**src/rtl/udma_rx_pkg.sv**
```systemverilog
`timescale 1ns/1ps
package udma_rx_pkg;
  typedef enum logic [1:0] {
    ST_IDLE = 2'd0,
    ST_WAIT = 2'd1,
    ST_XFER = 2'd2,
    ST_DONE = 2'd3
  } rx_state_e;

  localparam logic [15:0] CRC_POLY = 16'h1021;
  localparam logic [15:0] CRC_SEED = 16'h4ABA;
endpackage

```
**src/rtl/udma_rx_edge.sv**
```systemverilog
`timescale 1ns/1ps
module udma_rx_edge (
  input  logic clk,
  input  logic rst_n,
  input  logic strobe,
  output logic toggled
);
  logic strobe_q;

  always_ff @(posedge clk or negedge rst_n) begin
    if (!rst_n) strobe_q <= 1'b0;
    else        strobe_q <= strobe;
  end

  assign toggled = strobe ^ strobe_q;
endmodule

```
**src/rtl/udma_rx_crc.sv**
```systemverilog
`timescale 1ns/1ps
module udma_rx_crc #(
  parameter int           WORD_W = 16,
  parameter int           CRC_W  = 16,
  parameter logic [CRC_W-1:0] POLY = 16'h1021,
  parameter logic [CRC_W-1:0] SEED = 16'h4ABA
) (
  input  logic              clk,
  input  logic              rst_n,
  input  logic              init,
  input  logic              sample,
  input  logic [WORD_W-1:0] word,
  output logic [CRC_W-1:0]  crc
);
  logic [CRC_W-1:0] crc_nx;

  always_comb begin
    logic fb;
    crc_nx = crc;
    for (int i = WORD_W - 1; i >= 0; i--) begin
      fb     = crc_nx[CRC_W-1] ^ word[i];
      crc_nx = {crc_nx[CRC_W-2:0], 1'b0};
      if (fb) crc_nx = crc_nx ^ POLY;
    end
  end

  always_ff @(posedge clk or negedge rst_n) begin
    if (!rst_n)      crc <= SEED;
    else if (init)   crc <= SEED;
    else if (sample) crc <= crc_nx;
  end


  crc_hold_chk: assert property (@(posedge clk) disable iff (!rst_n)
    (!init && !sample) |=> $stable(crc));
endmodule

```
**src/rtl/udma_rx_pack.sv**
```systemverilog
`timescale 1ns/1ps
module udma_rx_pack #(
  parameter int WORD_W = 16,
  parameter int WORDS  = 8
) (
  input  logic                     clk,
  input  logic                     rst_n,
  input  logic                     clear,
  input  logic                     sample,
  input  logic [WORD_W-1:0]        word,
  input  logic                     out_ready,
  output logic                     out_valid,
  output logic [WORD_W*WORDS-1:0]  out_data,
  output logic                     mid_block,
  output logic                     overrun
);
  localparam int CW    = (WORDS > 1) ? $clog2(WORDS) : 1;
  localparam int BLK_W = WORD_W * WORDS;
  localparam int BUF_W = BLK_W - WORD_W;

  logic [BUF_W-1:0] sbuf;
  logic [CW-1:0]    cnt;
  logic             last;

  assign last      = sample && (cnt == CW'(WORDS - 1));
  assign mid_block = (cnt != '0);

  always_ff @(posedge clk or negedge rst_n) begin
    if (!rst_n) begin
      sbuf      <= '0;
      cnt       <= '0;
      out_valid <= 1'b0;
      out_data  <= '0;
      overrun   <= 1'b0;
    end else if (clear) begin
      cnt     <= '0;
      overrun <= 1'b0;
      if (out_valid && out_ready) out_valid <= 1'b0;
    end else begin
      if (sample) begin
        sbuf <= BUF_W'({sbuf, word});
        cnt  <= last ? '0 : cnt + CW'(1);
      end
      if (last) begin
        out_data  <= {sbuf, word};
        out_valid <= 1'b1;
        if (out_valid && !out_ready) overrun <= 1'b1;
      end else if (out_valid && out_ready) begin
        out_valid <= 1'b0;
      end
    end
  end


  hold_block_chk: assert property (@(posedge clk) disable iff (!rst_n)
    (out_valid && !out_ready && !last) |=> (out_valid && $stable(out_data)));


  count_step_chk: assert property (@(posedge clk) disable iff (!rst_n)
    (sample && !clear) |=> (cnt != $past(cnt)));


  overrun_sticky_chk: assert property (@(posedge clk) disable iff (!rst_n)
    (overrun && !clear) |=> overrun);
endmodule

```
**src/rtl/udma_rx_packer.sv**
```systemverilog
`timescale 1ns/1ps
module udma_rx_packer
  import udma_rx_pkg::*;
#(
  parameter int WORD_W = 16,
  parameter int WORDS  = 8
) (
  input  logic                    clk,
  input  logic                    rst_n,
  input  logic                    start,
  input  logic                    stop,
  input  logic                    dev_req,
  output logic                    host_ack,
  input  logic                    strobe,
  input  logic [WORD_W-1:0]       data_in,
  output logic                    blk_valid,
  input  logic                    blk_ready,
  output logic [WORD_W*WORDS-1:0] blk_data,
  output logic [15:0]             crc_out,
  output logic                    crc_valid,
  output logic                    err_partial,
  output logic                    err_overrun
);
  rx_state_e state;
  logic      toggled;
  logic      sample;
  logic      arm;
  logic      mid_block;

  assign arm      = start && ((state == ST_IDLE) || (state == ST_DONE));
  assign sample   = toggled && (state == ST_XFER) && !stop;
  assign host_ack = (state == ST_XFER);
  assign crc_valid = (state == ST_DONE);

  always_ff @(posedge clk or negedge rst_n) begin
    if (!rst_n) begin
      state       <= ST_IDLE;
      err_partial <= 1'b0;
    end else begin
      unique case (state)
        ST_IDLE, ST_DONE: if (arm) begin
          state       <= ST_WAIT;
          err_partial <= 1'b0;
        end
        ST_WAIT: if (dev_req) state <= ST_XFER;
        ST_XFER: if (stop) begin
          state       <= ST_DONE;
          err_partial <= mid_block;
        end
        default: state <= ST_IDLE;
      endcase
    end
  end

  udma_rx_edge u_edge (
    .clk     (clk),
    .rst_n   (rst_n),
    .strobe  (strobe),
    .toggled (toggled)
  );

  udma_rx_crc #(
    .WORD_W (WORD_W),
    .CRC_W  (16),
    .POLY   (CRC_POLY),
    .SEED   (CRC_SEED)
  ) u_crc (
    .clk    (clk),
    .rst_n  (rst_n),
    .init   (arm),
    .sample (sample),
    .word   (data_in),
    .crc    (crc_out)
  );

  udma_rx_pack #(
    .WORD_W (WORD_W),
    .WORDS  (WORDS)
  ) u_pack (
    .clk       (clk),
    .rst_n     (rst_n),
    .clear     (arm),
    .sample    (sample),
    .word      (data_in),
    .out_ready (blk_ready),
    .out_valid (blk_valid),
    .out_data  (blk_data),
    .mid_block (mid_block),
    .overrun   (err_overrun)
  );


  ack_after_req_chk: assert property (@(posedge clk) disable iff (!rst_n)
    (!host_ack && !dev_req) |=> !host_ack);


  crc_shown_after_stop_chk: assert property (@(posedge clk) disable iff (!rst_n)
    $rose(crc_valid) |-> $past(stop));


  idle_crc_quiet_chk: assert property (@(posedge clk) disable iff (!rst_n)
    (!host_ack && !start) |=> $stable(crc_out));
endmodule

```
**config.mk**
```make
export PLATFORM = sky130hd
export DESIGN_NAME = udma_rx_packer
export DESIGN_NICKNAME = d
export VERILOG_FILES = /design/src/rtl/udma_rx_pkg.sv /design/src/rtl/udma_rx_edge.sv /design/src/rtl/udma_rx_crc.sv /design/src/rtl/udma_rx_pack.sv /design/src/rtl/udma_rx_packer.sv
export SDC_FILE = /design/constraint.sdc
export NUM_CORES = 1
export LEC_CHECK = 0
export ABC_AREA = 1
export BUFFER_PORTS_ARGS = -buffer_cell sky130_fd_sc_hd__buf_2
export CORE_UTILIZATION = 53
export CTS_BUF_LIST = sky130_fd_sc_hd__clkbuf_4 sky130_fd_sc_hd__clkbuf_8
export DETAILED_ROUTE_END_ITERATION = 10
export GPL_TIMING_DRIVEN = 0
export PLACE_DENSITY = 0.76
export SLEW_MARGIN = 40
export SYNTH_ARGS = -nofsm -noshare
export SYNTH_HDL_FRONTEND = slang
export SYNTH_SLANG_ARGS = --single-unit
```
**constraint.sdc**
```tcl
create_clock -name clk -period 1.8 [get_ports clk]
set_input_delay 0.09 -clock clk [delete_from_list [all_inputs] [get_ports clk]]
set_output_delay 0.09 -clock clk [all_outputs]
set_load 0.02 [all_outputs]
```
==> results of run 1 <==
## flip-flops by register name, indices dropped and copies added (netlist names)
register	cells
u_pack.out_data	128
u_pack.sbuf	112
u_crc.crc	16
u_pack.cnt	3
state	2
err_partial	1
u_edge.strobe_q	1
u_pack.out_valid	1
u_pack.overrun	1
## per-stage QoR
stage          std cells  setup WS [ps]  instance area, sq um  TNS [ps]  hold WS (ps)
2_1_floorplan       1155           -145                 10800    -23430          -206
3_3_place_gp        1591          -3970                 12000  -1114730           250
3_5_place_dp        1594           -437                 12100    -92970          83.0
4_1_cts             1710           -238                 13900    -46140           113
5_1_grt             1721           -376                 14600    -77110           145
6_report            1721           -305                 14600    -55100           105
## cell usage after synthesis, drive strengths merged
| library cell | instances | share of area |
|---|---|---|
| nor2 | 9 | 0.0032 |
| a21oi | 7 | 0.0043 |
| inv | 140 | 0.049 |
| xor2 | 15 | 0.012 |
| nand3b | 3 | 0.0021 |
| dfstp | 8 | 0.020 |
| or2 | 3 | 0.0018 |
| clkbuf | 23 | 0.0081 |
| o21ai | 229 | 0.11 |
| buf | 34 | 0.024 |
| nand3 | 45 | 0.021 |
| dfrtp | 257 | 0.60 |
| nand2 | 361 | 0.13 |
| mux2 | 1 | 0.0011 |
| o22ai | 3 | 0.0018 |
| xnor2 | 11 | 0.0090 |
| ha | 6 | 0.0070 |
## worst min path at each step
stage                 from                   to  slack [ps]  cells past startpoint
floorplan            rst_n          err_partial        -210                      0
global placement    strobe      u_edge.strobe_q         250                      1
detailed placement   rst_n  u_pack.out_data[84]          80                      1
CTS                  rst_n  u_pack.out_data[84]         110                      2
global route         rst_n  u_pack.out_data[84]         150                      2
finish               rst_n  u_pack.out_data[84]         110                      2
## power by group
part | leakage, nW | internal, mW | switching [mW]
registers | 3.47 | 7.52 | 1.05
clock network | 0.471 | 3.05 | 2.33
logic | 3.59 | 2.05 | 3.71
total | 7.53 | 12.6 | 7.08
## area by class of cell
class | count | area share
sequential | 265 | 0.456
multi-input combinational | 694 | 0.254
timing repair buffer | 228 | 0.121
clock buffer | 66 | 0.0568
buffer | 57 | 0.0486
inverter | 140 | 0.0364
tap | 265 | 0.0228
clock inverter | 6 | 0.00395
## worst register-to-register path, cell delays in order (launching register included)
cell and delay, ps:
sky130_fd_sc_hd__dfrtp_1 390, sky130_fd_sc_hd__inv_2 70, sky130_fd_sc_hd__ha_4 130, sky130_fd_sc_hd__inv_2 30, sky130_fd_sc_hd__or2_1 240, sky130_fd_sc_hd__a21oi_2 120, sky130_fd_sc_hd__o21ai_2 90, sky130_fd_sc_hd__a21oi_4 150
sky130_fd_sc_hd__buf_12 150, sky130_fd_sc_hd__nand2_8 90, sky130_fd_sc_hd__buf_12 210, sky130_fd_sc_hd__buf_8 150, sky130_fd_sc_hd__nand2_1 70, sky130_fd_sc_hd__o21ai_1 90
## repair_timing
item | 4_1_cts | 5_1_grt
pin swaps | 2 | 1
gates cloned | 11 | 11
setup buffers | 12 | 0
endpoints found under the setup margin | 261 | 261
hold buffers | 21 | 0
hold endpoints to repair | 186 | 0
gates resized for setup | 126 | 134
## metal layers
| metal | routed length [microns] | share of wire | up-vias |
|---|---|---|---|
| met5 | 0 | 0 | - |
| met4 | 979 | 0.032 | 0 |
| met3 | 1650 | 0.054 | 78 |
| met2 | 14800 | 0.48 | 347 |
| met1 | 13200 | 0.43 | 4579 |
| li1 | - | - | 4201 |
## cell families (layout without fill, tap and decap cells)
logic type / count (synthesis) / in the layout
buffers and inverters: 197 / 497
xor gates and xnor gates: 26 / 26
adders and majority gates: 6 / 6
DFF: 265 / 265
and+or+nand+nor: 421 / 422
muxes: 1 / 1
AOI/OAI and AO/OA: 239 / 239
==> reports/results.md, run 1 <==
| Result | Reported | Unit |
|---|---|---|
| Final min period | 2100 | ps |
| Clock tree root buffer cell | sky130_fd_sc_hd__clkbuf_8 | - |
| All-layer global routing usage | 0.291 | - |
| Hold crit path type | input pin to asynchronous set/reset pin | - |
| Kind of launch point of the worst setup path | flip-flop | - |
| Nature of the critical path endpoint | flip-flop | - |
| Mux contribution to synthesized area | 0.00105 | - |
| Met2 Use GR | 0.467 | - |
| Crit-path cells | inv_2, ha_4, inv_2, or2_1, a21oi_2, o21ai_2, a21oi_4, buf_12, nand2_8, buf_12, buf_8, nand2_1, o21ai_1 | - |
| IO Port Bufs | 171 | - |
| First-pass GRT wire length | 45700 | microns |
| Share of layout cells above drive strength 1 | 0.316 | - |
| Relative slew margins | 0.561 | - |
| Required arrival time at the worst endpoint | 2210 | ps |
| Relative area change from synthesis to final layout | 36.2 | % |
| Vias in the first global route | 8830 | - |
| Mapped cell area | 10700 | sq um |
| Critical-path top delay cell | sky130_fd_sc_hd__dfrtp_1 | - |
| Vias/cell | 5.35 | - |
| Sum of routed wire length over all layers | 30600 | microns |
| Antenna violations before repair | 0 | - |
| Total number of H-tree levels | 2 | - |
| Reg clk slew, reported paths | 70 | ps |
| Final worst-path cycle share | 1.17 | - |
| Initial Utilization | 0.544 | - |
| Length of the first detailed-routing pass in iterations | 5 | - |
| Last weighted congestion value of the routability-driven placer | 0.876 | - |
| Leading cell types in the layout, fill and taps excluded | 300 x sky130_fd_sc_hd__nand2_1, 257 x sky130_fd_sc_hd__dfrtp_1, 171 x sky130_fd_sc_hd__buf_2 | - |
| Chip Width | 144 | microns |
| Leak pwr | 7.53 | nW |
| Most congested layer reported by global routing | met2 | - |
| Most common cell after layout, fill and taps aside | sky130_fd_sc_hd__nand2_1 | - |
| End point of the critical path | u_pack.out_data[74] | - |
| Total power per unit cell area | 1350 | nW/um^2 |
| XOR/XNOR Fraction of Synth Area | 0.0213 | - |
| Core utilization of the finished layout | 0.741 | - |
| Status | complete, but fails checks | - |
| Count of final setup violators | 259 | - |
| Sequential-to-total area share from yosys stat | 0.621 | - |
| Net count reported at finish | 1456 | - |
| #FFs+latches synth | 265 | - |
| Diodes inserted | 0 | - |
| FP Rows | 51 | - |
| Post-layout worst setup margin | -305 | ps |
| Logic depth of the worst path, buffers included | 13 | - |
| Peak VDD IR | 949 | uV |
| Post-route clock skew | 15.1 | ps |
| Final global-route overflow total | 0 | - |
| Synth cell types | 25 | - |
| Clock latency of the later-clocked register in the worst-skew pair | 540 | ps |
| R2r startpoint | state[0] | - |
| CTS tree | yes | - |
| Family with the most delay on the worst path | buffers and inverters | - |
| Maximum single-stage delay on the critical path | 390 | ps |
| Synth Area in Adders | 0.00702 | - |
| Met3 track utilization from global routing | 0.0503 | - |
| Die Y-Extent | 144 | microns |
| Mean Syn Cell Area | 9.26 | sq um |
| Pwr Total | 19.7 | mW |
| Worst EP arrival | 2520 | ps |
| I/O pins | 172 | - |
| Max cap viols | 0 | - |
| Filler cell count | 1380 | - |
| CTS max path bufs | 3 | - |
| Dominant combinational cell family by area after synthesis | simple AND/OR/NAND/NOR gates | - |
| CTS buffer count | 41 | - |
| Worst setup path category | flip-flop to flip-flop | - |
| Share of synthesized cell area in and, or, nand and nor gates | 0.155 | - |
| Net count of the mapped netlist | 1184 | - |
| Multi-input combinational cell area | 3700 | sq um |
| Worst Max-Slew Pin Slew | 659 | ps |
| Starting DRT DRC Count | 865 | - |
| Worst r2r dst | u_pack.out_data[74] | - |
| Setup repair after global routing missed its margin | yes | - |
| Total Die Area | 20800 | sq um |
| CTS sink count | 265 | - |
| Final Max Tran Viols | 0 | - |
| Pin count of the biggest net entering global routing | 78 | - |
| Logic depth of the worst register-to-register path | 13 | - |
| Failing checks | negative setup slack | - |
| Maximum clock rate | 475 | MHz |
| Met1 track demand over resource in global routing | 0.398 | - |
| Residual DRC count | 0 | - |
| Drt wl/cell | 17.8 | microns |
| Placeable core region | 19700 | sq um |
| Area of all sequential standard cells | 6640 | sq um |
| Half-perimeter wire length of the detailed placement result | 19400 | microns |
| Crit path launch | state[0] | - |
| Count of endpoints failing hold in the final timing report | 0 | - |
| Critical path buffers and inverters | 5 | - |
| Total number of vias | 9205 | - |
| Number of standard cells after synthesis | 1155 | - |
| Reg-to-reg slack, setup | -300 | ps |
| Remaining antenna violation count after routing | 0 | - |
| Maximum fanout along the worst path | 10 | - |
| Yosys synthesis warning count | 0 | - |
| Compound-gate portion of the synthesized area | 0.113 | - |
Power figures use the tool's default switching activity.
==> run 2, diff against run 1 <==
--- a/config.mk
+++ b/config.mk
@@ -6,12 +6,13 @@
 export NUM_CORES = 1
 export LEC_CHECK = 0
 export ABC_AREA = 1
-export BUFFER_PORTS_ARGS = -buffer_cell sky130_fd_sc_hd__buf_2
-export CORE_UTILIZATION = 53
+export CORE_UTILIZATION = 55
 export CTS_BUF_LIST = sky130_fd_sc_hd__clkbuf_4 sky130_fd_sc_hd__clkbuf_8
 export DETAILED_ROUTE_END_ITERATION = 10
+export DONT_BUFFER_PORTS = 1
 export GPL_TIMING_DRIVEN = 0
-export PLACE_DENSITY = 0.76
+export PLACE_DENSITY = 0.71
+export RECOVER_POWER = 100
 export SLEW_MARGIN = 40
 export SYNTH_ARGS = -nofsm -noshare
 export SYNTH_HDL_FRONTEND = slang
==> reports/results.md, run 2 (synthesis gave the netlist of run 1 again) <==
| Result | Reported | Unit | vs previous |
|---|---|---|---|
| Status | complete, but fails checks | - |  |
| Failing checks | negative hold slack, negative setup slack | - |  |
| Last weighted congestion value of the routability-driven placer | 0.861 | - | -1.7% |
| Proportion of total power due to net switching | 0.357 | - | -0.00225 |
| Maximum fanout along the worst path | 7 | - | -3 |
| Leading cell types in the layout, fill and taps excluded | 278 x sky130_fd_sc_hd__nand2_1, 257 x sky130_fd_sc_hd__dfrtp_1, 137 x sky130_fd_sc_hd__inv_1 | - |  |
| Relative area change from synthesis to final layout | 27.8 | % |  |
| Switch Pwr | 6.91 | mW | -2.4% |
| Clock latency of the later-clocked register in the worst-skew pair | 530 | ps | about the same |
| Pin count of the biggest net entering global routing | 266 | - | +240% |
| Hold buffers post-CTS | 20 | - | -4.8% |
| Post-route clock skew | 9.35 | ps | -5.77 ps |
| I/O pins | 172 | - | unchanged |
| Total Die Area | 20000 | sq um | -3.6% |
| Count of endpoints failing hold in the final timing report | 266 | - | +266 |
| Placeable core region | 18900 | sq um | -3.9% |
| Clock tree root buffer cell | sky130_fd_sc_hd__clkbuf_8 | - |  |
| Logic depth of the worst register-to-register path | 13 | - | unchanged |
| Drt wl/cell | 18.9 | microns | +6.6% |
| Most common cell after layout, fill and taps aside | sky130_fd_sc_hd__nand2_1 | - |  |
| Initial Utilization | 0.566 | - | +0.0219 |
| Peak VDD IR | 836 | uV | -12% |
| Length of the first detailed-routing pass in iterations | 5 | - | unchanged |
| Internal Dissipation | 12.4 | mW | -1.4% |
| Hold crit path type | input pin to asynchronous set/reset pin | - |  |
| Final Max Tran Viols | 0 | - | unchanged |
| Pwr Total | 19.3 | mW | -1.8% |
| All-layer global routing usage | 0.287 | - | -0.00372 |
| Leak pwr | 6.68 | nW | -11% |
| Final worst-path cycle share | 1.20 | - | +0.0275 |
| Max cap viols | 0 | - | unchanged |
| Final Hold Slack | -752 | ps | -857 ps |
| Total power per unit cell area | 1410 | nW/um^2 | +4.6% |
| Relative contribution of the clock network to total power | 0.278 | - | +0.005 |
| Register containing the most flip-flops in the final layout | u_pack.out_data | - |  |
| Kind of launch point of the worst setup path | flip-flop | - |  |
| Worst slack at placement | -543 | ps | -106 ps |
| Total number of vias | 8307 | - | -9.8% |
| Worst Max-Slew Pin Slew | 655 | ps | -3.49 ps |
| CTS sink count | 265 | - | unchanged |
| Total number of H-tree levels | 2 | - | unchanged |
| Chip Width | 141 | microns | -1.8% |
| CTS tree | yes | - |  |
| Worst setup path category | flip-flop to flip-flop | - |  |
| Filler cell count | 1348 | - | -2.3% |
| Residual DRC count | 0 | - | unchanged |
| Part of the power in registers | 0.459 | - | +0.024 |
| Maximum clock rate | 464 | MHz | -2.3% |
| Remaining antenna violation count after routing | 0 | - | unchanged |
| Vias/cell | 5.38 | - | +0.66% |
| Largest regs | u_pack.out_data x128, u_pack.sbuf x112, u_crc.crc x16 | - |  |
| Final global-route overflow total | 0 | - | unchanged |
| Combinational share of power | 0.264 | - | -0.028 |
| Setup repair after global routing missed its margin | yes | - |  |
| Count of final setup violators | 261 | - | +0.77% |
| Worst EP arrival | 2560 | ps | +40 ps |
| Final min period | 2150 | ps | +49.6 ps |
| FP Rows | 50 | - | -2.0% |
| Half-perimeter wire length of the detailed placement result | 18100 | microns | -6.5% |
| Share of layout cells above drive strength 1 | 0.239 | - | -0.0774 |
| Number of flip-flops in the largest register | 128 | - | unchanged |
| Post-layout worst setup margin | -354 | ps | -49.6 ps |
| Post-route design area | 13700 | sq um | -6.1% |
| Required arrival time at the worst endpoint | 2210 | ps | about the same |
| Nature of the critical path endpoint | flip-flop | - |  |
| Reg clk slew, reported paths | 60 | ps | about the same |
| First-pass GRT wire length | 44100 | microns | -3.5% |
| Sum of routed wire length over all layers | 29200 | microns | -4.4% |
| CTS max path bufs | 3 | - | unchanged |
| Vias in the first global route | 8092 | - | -8.4% |
| IO Port Bufs | 0 | - | -100% |
| CTS buffer count | 43 | - | +4.9% |
| Diodes inserted | 0 | - | unchanged |
| Net count reported at finish | 1281 | - | -12% |
| Relative slew margins | 0.563 | - | +0.00233 |
| Die Y-Extent | 141 | microns | -1.8% |
| Antenna violations before repair | 1 | - | +1 |
| Starting DRT DRC Count | 569 | - | -34% |
| Instance area at placement | 11100 | sq um | -7.9% |
[run 2: changes by cell type in the layout (fill, tap and decap cells not counted), sizes merged]
cell / previous run / this run
bufinv: 1 / 0
dlygate4sd3: 21 / 20
buf: 237 / 58
clkinv: 4 / 7
clkbuf: 93 / 98
[run 2: worst paths after layout]
kind,start,endpoint,slack [ps]
setup / recovery,state[0],u_pack.out_data[30],-350
hold / removal,rst_n,u_pack.out_data[83],-750
setup reg to reg,state[0],u_pack.out_data[30],-350
hold reg to reg,u_pack.sbuf[12],u_pack.sbuf[28],480
max in group asynchronous,rst_n,u_crc.crc[14],2120
min in group clk,data_in[12],u_crc.crc[12],0
[run 2: worst max-delay path, cell delays in order, from the launching register on]
cell and delay, ps:
sky130_fd_sc_hd__dfrtp_1 390, sky130_fd_sc_hd__inv_2 70, sky130_fd_sc_hd__ha_4 190, sky130_fd_sc_hd__inv_4 40, sky130_fd_sc_hd__or2_4 230, sky130_fd_sc_hd__a21oi_2 110, sky130_fd_sc_hd__o21ai_2 90, sky130_fd_sc_hd__a21oi_4 150
sky130_fd_sc_hd__buf_12 140, sky130_fd_sc_hd__nand2_8 90, sky130_fd_sc_hd__clkbuf_16 230, sky130_fd_sc_hd__clkbuf_16 170, sky130_fd_sc_hd__nand2_2 50, sky130_fd_sc_hd__o21ai_1 60
[run 2: layout make-up]
| cell class | instances | area, sq um | area share |
|---|---|---|---|
| Timing Repair Buffer | 51 | 772 | 0.0565 |
| Sequential cell | 265 | 6640 | 0.486 |
| Multi-Input combinational cell | 694 | 3790 | 0.277 |
| Buffer | 57 | 713 | 0.0522 |
| Clock buffer | 68 | 861 | 0.0629 |
| Clock inverter | 8 | 42.5 | 0.00311 |
| Inverter | 140 | 533 | 0.0390 |
| Tap cell | 260 | 325 | 0.0238 |
[run 2: what timing repair did]
action	CTS	global route
endpoints found under the hold margin	306	265
gates cloned	15	7
pin swaps	2	0
setup endpoints to repair	261	261
setup buffers	10	0
gates resized for setup	173	134
[run 2: routing by layer]
layer / up-vias / global-route usage / wire (microns)
met2: 284 / 0.477 / 14400
met5: - / 0 / 13
met1: 4127 / 0.369 / 12100
met4: 2 / 0.0838 / 546
met3: 53 / 0.0803 / 2190
li1: 3841 / - / -
[run 2: power by group through the flow]
| stage | clock [mW] | combinational [mW] | sequential (mW) |
|---|---|---|---|
| CTS | 5.43 | 4.77 | 8.83 |
| floorplan | 0 | 3.23 | 8.53 |
| global route | 5.73 | 5.73 | 8.99 |
| global placement | 0 | 4.05 | 8.89 |
| detailed placement | 0 | 4.18 | 8.92 |
| finish | 5.37 | 5.10 | 8.87 |
[run 2: stage by stage]
stage / setup TNS (ps) / instances / utilization
after floorplan: -23430 / 1155 / -
after global placement: -101930 / 1415 / 0.588
after detailed placement: -109390 / 1415 / 0.588
after CTS: -60540 / 1536 / 0.692
after global routing: -91200 / 1543 / 0.724
final: -72080 / 1543 / 0.724
==> run 3, diff against run 2 <==
--- a/config.mk
+++ b/config.mk
@@ -5,7 +5,6 @@
 export SDC_FILE = /design/constraint.sdc
 export NUM_CORES = 1
 export LEC_CHECK = 0
-export ABC_AREA = 1
 export CORE_UTILIZATION = 55
 export CTS_BUF_LIST = sky130_fd_sc_hd__clkbuf_4 sky130_fd_sc_hd__clkbuf_8
 export DETAILED_ROUTE_END_ITERATION = 10
==> reports/results.md, run 3 <==
| Result | Reported | Unit | vs previous |
|---|---|---|---|
| Status | complete, but fails checks | - |  |
| Failing checks | negative hold slack, negative setup slack | - |  |
| Number of standard cells after synthesis | 671 | - | -42% |
| Placeable core region | 18800 | sq um | -0.66% |
| Maximum fanout along the worst path | 5 | - | -2 |
| Nature of the critical path endpoint | flip-flop | - |  |
| Final Max Tran Viols | 0 | - | unchanged |
| Hold crit path type | input pin to asynchronous set/reset pin | - |  |
| Kind of launch point of the worst setup path | flip-flop | - |  |
| Remaining antenna violation count after routing | 0 | - | unchanged |
| Yosys synthesis warning count | 0 | - | unchanged |
| Count of placed standard cells in the final layout, fillers left out | 1052 | - | -32% |
| Diodes inserted | 0 | - | unchanged |
| Number of flip-flops in the largest register | 128 | - | unchanged |
| Post-route clock skew | 15.6 | ps | +6.28 ps |
| Half-perimeter wire length of the detailed placement result | 15300 | microns | -15% |
| Mean Syn Cell Area | 15.7 | sq um | +70% |
| Relative area change from synthesis to final layout | 32.5 | % |  |
| Last weighted congestion value of the routability-driven placer | 0.808 | - | -6.2% |
| Total number of H-tree levels | 2 | - | unchanged |
| Count of final setup violators | 254 | - | -2.7% |
| Reg clk slew, reported paths | 60 | ps | about the same |
| Clock tree root buffer cell | sky130_fd_sc_hd__clkbuf_8 | - |  |
| Vias in the first global route | 6350 | - | -22% |
| #FFs+latches synth | 265 | - | unchanged |
| Post-synth top area share | 0.610 | - | +0.00906 |
| Setup repair after global routing missed its margin | yes | - |  |
| Count of endpoints failing hold in the final timing report | 265 | - | -0.38% |
| Proportion of total power due to net switching | 0.300 | - | -0.0579 |
| Post-layout worst setup margin | -397 | ps | -42.5 ps |
| Combinational share of power | 0.308 | - | +0.044 |
| Sum of routed wire length over all layers | 27000 | microns | -7.5% |
| Leading cell types in the layout, fill and taps excluded | 254 x sky130_fd_sc_hd__dfrtp_1, 129 x sky130_fd_sc_hd__mux2_2, 111 x sky130_fd_sc_hd__mux2_4 | - |  |
| Required arrival time at the worst endpoint | 2270 | ps | +60 ps |
| Worst setup path category | flip-flop to flip-flop | - |  |
| Total power per unit cell area | 1370 | nW/um^2 | -3.2% |
| Worst Max-Slew Pin Slew | 567 | ps | -88.6 ps |
| Area contributors post-synth | sky130_fd_sc_hd__dfrtp_1 61%, sky130_fd_sc_hd__mux2_2 26%, sky130_fd_sc_hd__xnor2_1 2.5% | - |  |
| Total number of vias | 6045 | - | -27% |
| Final min period | 2200 | ps | +42.5 ps |
| Core utilization of the finished layout | 0.744 | - | +0.0204 |
| Synth cell types | 30 | - | +20% |
| All-layer global routing usage | 0.244 | - | -0.0431 |
| Final Hold Slack | -750 | ps | +1.85 ps |
| Clock latency of the later-clocked register in the worst-skew pair | 540 | ps | about the same |
| Instance area at placement | 11000 | sq um | -1.1% |
| Most frequently used cell type in the post-synthesis netlist | sky130_fd_sc_hd__dfrtp_1 | - |  |
| CTS tree | yes | - |  |
| CTS buffer count | 43 | - | unchanged |
| Die Y-Extent | 140 | microns | -0.74% |
| Internal Dissipation | 13.4 | mW | +7.7% |
| Register containing the most flip-flops in the final layout | u_pack.out_data | - |  |
| Reg-to-reg slack, setup | -400 | ps | -40 ps |
| Maximum clock rate | 455 | MHz | -1.9% |
| Post-route design area | 14000 | sq um | +2.1% |
| Most instantiated flip-flop cell in the synthesis netlist | sky130_fd_sc_hd__dfrtp_1 | - |  |
| Total Die Area | 19700 | sq um | -1.5% |
| Placed Instances | 905 | - | -36% |
| Largest regs | u_pack.out_data x128, u_pack.sbuf x112, u_crc.crc x16 | - |  |
| CTS sink count | 265 | - | unchanged |
| Switch Pwr | 5.73 | mW | -17% |
| Relative slew margins | 0.622 | - | +0.0591 |
| Logic depth of the worst register-to-register path | 6 | - | -7 |
| Sequential-to-total area share from yosys stat | 0.630 | - | +0.00936 |
| Length of the first detailed-routing pass in iterations | 4 | - | -1 |
| Hold buffers post-CTS | 21 | - | +5.0% |
| Filler cell count | 1146 | - | -15% |
| Commonest cells in the synthesized netlist | 257 x sky130_fd_sc_hd__dfrtp_1, 240 x sky130_fd_sc_hd__mux2_2, 30 x sky130_fd_sc_hd__clkbuf_1, 30 x sky130_fd_sc_hd__xnor2_1, 13 x sky130_fd_sc_hd__nand2_1 | - |  |
| Peak VDD IR | 1490 | uV | +79% |
| Pin count of the biggest net entering global routing | 266 | - | unchanged |
| Relative contribution of the clock network to total power | 0.277 | - | about the same |
| Initial Utilization | 0.562 | - | -0.00469 |
| Vias/cell | 5.75 | - | +6.7% |
| Antenna violations before repair | 0 | - | -1 |
| IO Port Bufs | 0 | - | unchanged |
| First-pass GRT wire length | 36200 | microns | -18% |
| Part of the power in registers | 0.415 | - | -0.044 |
| Final worst-path cycle share | 1.22 | - | +0.0236 |
| CTS max path bufs | 3 | - | unchanged |
| Share of layout cells above drive strength 1 | 0.537 | - | +0.298 |
| Mapped cell area | 10500 | sq um | -1.5% |
| R2r startpoint | u_crc.crc[14] | - |  |
| Worst r2r dst | u_crc.crc[7] | - |  |
| Post-synth EDFFs | 0 | - | unchanged |
| Final global-route overflow total | 0 | - | unchanged |
| Net count reported at finish | 821 | - | -36% |
| Cell type contributing the most total cell area after synthesis | sky130_fd_sc_hd__dfrtp_1 | - |  |
| Leak pwr | 6.99 | nW | +4.6% |
| Chip Width | 140 | microns | -0.74% |
| Worst EP arrival | 2670 | ps | +110 ps |
| Asr flop ratio synth | 1.00 | - | unchanged |
| Starting DRT DRC Count | 274 | - | -52% |
| I/O pins | 172 | - | unchanged |
| Drt wl/cell | 25.7 | microns | +36% |
| Most common cell after layout, fill and taps aside | sky130_fd_sc_hd__dfrtp_1 | - |  |
| Residual DRC count | 0 | - | unchanged |
| Net count of the mapped netlist | 700 | - | -41% |
| FP Rows | 50 | - | unchanged |
| Max cap viols | 0 | - | unchanged |
[run 3: cell count changes after synthesis, sizes merged, moves of 21 or more]
| cell | previous run | this run |
|---|---|---|
| inv | 140 | 7 |
| nand3 | 45 | 1 |
| mux2 | 1 | 240 |
| o21ai | 229 | 12 |
| buf | 34 | 0 |
| nand2 | 361 | 13 |
| xnor2 | 11 | 32 |
[run 3: worst max path at each step]
stage,cells after the start,slack [ps],start,to
6_report,6,-400,u_crc.crc[14],u_crc.crc[7]
5_1_grt,6,-480,u_crc.crc[14],u_crc.crc[7]
4_1_cts,6,-410,u_crc.crc[14],u_crc.crc[7]
3_5_place_dp,8,-660,state[0],u_pack.out_data[105]
3_3_place_gp,8,-610,state[0],u_pack.out_data[109]
2_1_floorplan,6,-230,u_crc.crc[8],u_crc.crc[12]
[run 3: cell families (layout without fill, tap and decap cells)]
kind of cell	Yosys count	count (layout)	share of synthesized area
muxes	242	242	0.258
xor gates and xnor gates	52	52	0.0578
and+or+nand+nor	40	40	0.0180
buffers and inverters	37	184	0.0132
DFF	265	265	0.630
AOI/OAI and AO/OA	29	29	0.0154
adders and majority gates	6	6	0.00712
[run 3: what timing repair did]
item | CTS | global route
endpoints found under the hold margin | 311 | 265
gates resized for setup | 50 | 219
endpoints found under the setup margin | 261 | 258
setup buffers | 3 | 26
gates cloned | 0 | 26
pin swaps | 3 | 15
[run 3: cell type report]
class                      count  area [sq um]  share of cell area
tap                          234           293              0.0210
timing repair buffer          76          1180              0.0845
clock buffer                  68           830              0.0594
clock inverter                 3          40.0             0.00287
multi-input combinational    369          4420               0.316
inverter                       7          26.3             0.00188
buffer                        30           534              0.0383
sequential                   265          6650               0.476
[run 3: per-layer routing]
layer / up-vias / global-route usage / share of wire
li1: 2600 / - / -
met5: - / 0 / 0
met4: 0 / 0.0902 / 0.022
met3: 42 / 0.0868 / 0.074
met1: 3206 / 0.290 / 0.39
met2: 197 / 0.409 / 0.52
[run 3: per-stage QoR]
stage | total power [mW] | setup WS [ps] | TNS (ps) | hold WS [ps]
finish | 19.1 | -397 | -42650 | -750
global route | 20.0 | -477 | -59060 | -781
CTS | 17.5 | -406 | -32490 | -773
detailed placement | 11.9 | -660 | -113580 | -200
global placement | 11.7 | -606 | -98750 | -199
floorplan | 11.0 | -235 | -28310 | -206
[run 3: power by group through the flow]
stage	Clock, mW	Sequential [mW]	Combinational [mW]
after floorplan	0	7.57	3.41
after global placement	0	7.89	3.85
after detailed placement	0	7.95	3.96
after CTS	5.36	7.85	4.31
after global routing	5.68	8.02	6.27
final	5.30	7.94	5.88
[run 3: worst max-delay path: stages, from the launching register on]
cell and delay, ps:
sky130_fd_sc_hd__dfstp_2 680, sky130_fd_sc_hd__xor3_2 350, sky130_fd_sc_hd__xnor3_2 340, sky130_fd_sc_hd__xnor2_4 250, sky130_fd_sc_hd__xnor2_1 110, sky130_fd_sc_hd__or3_1 320, sky130_fd_sc_hd__nand3_1 90
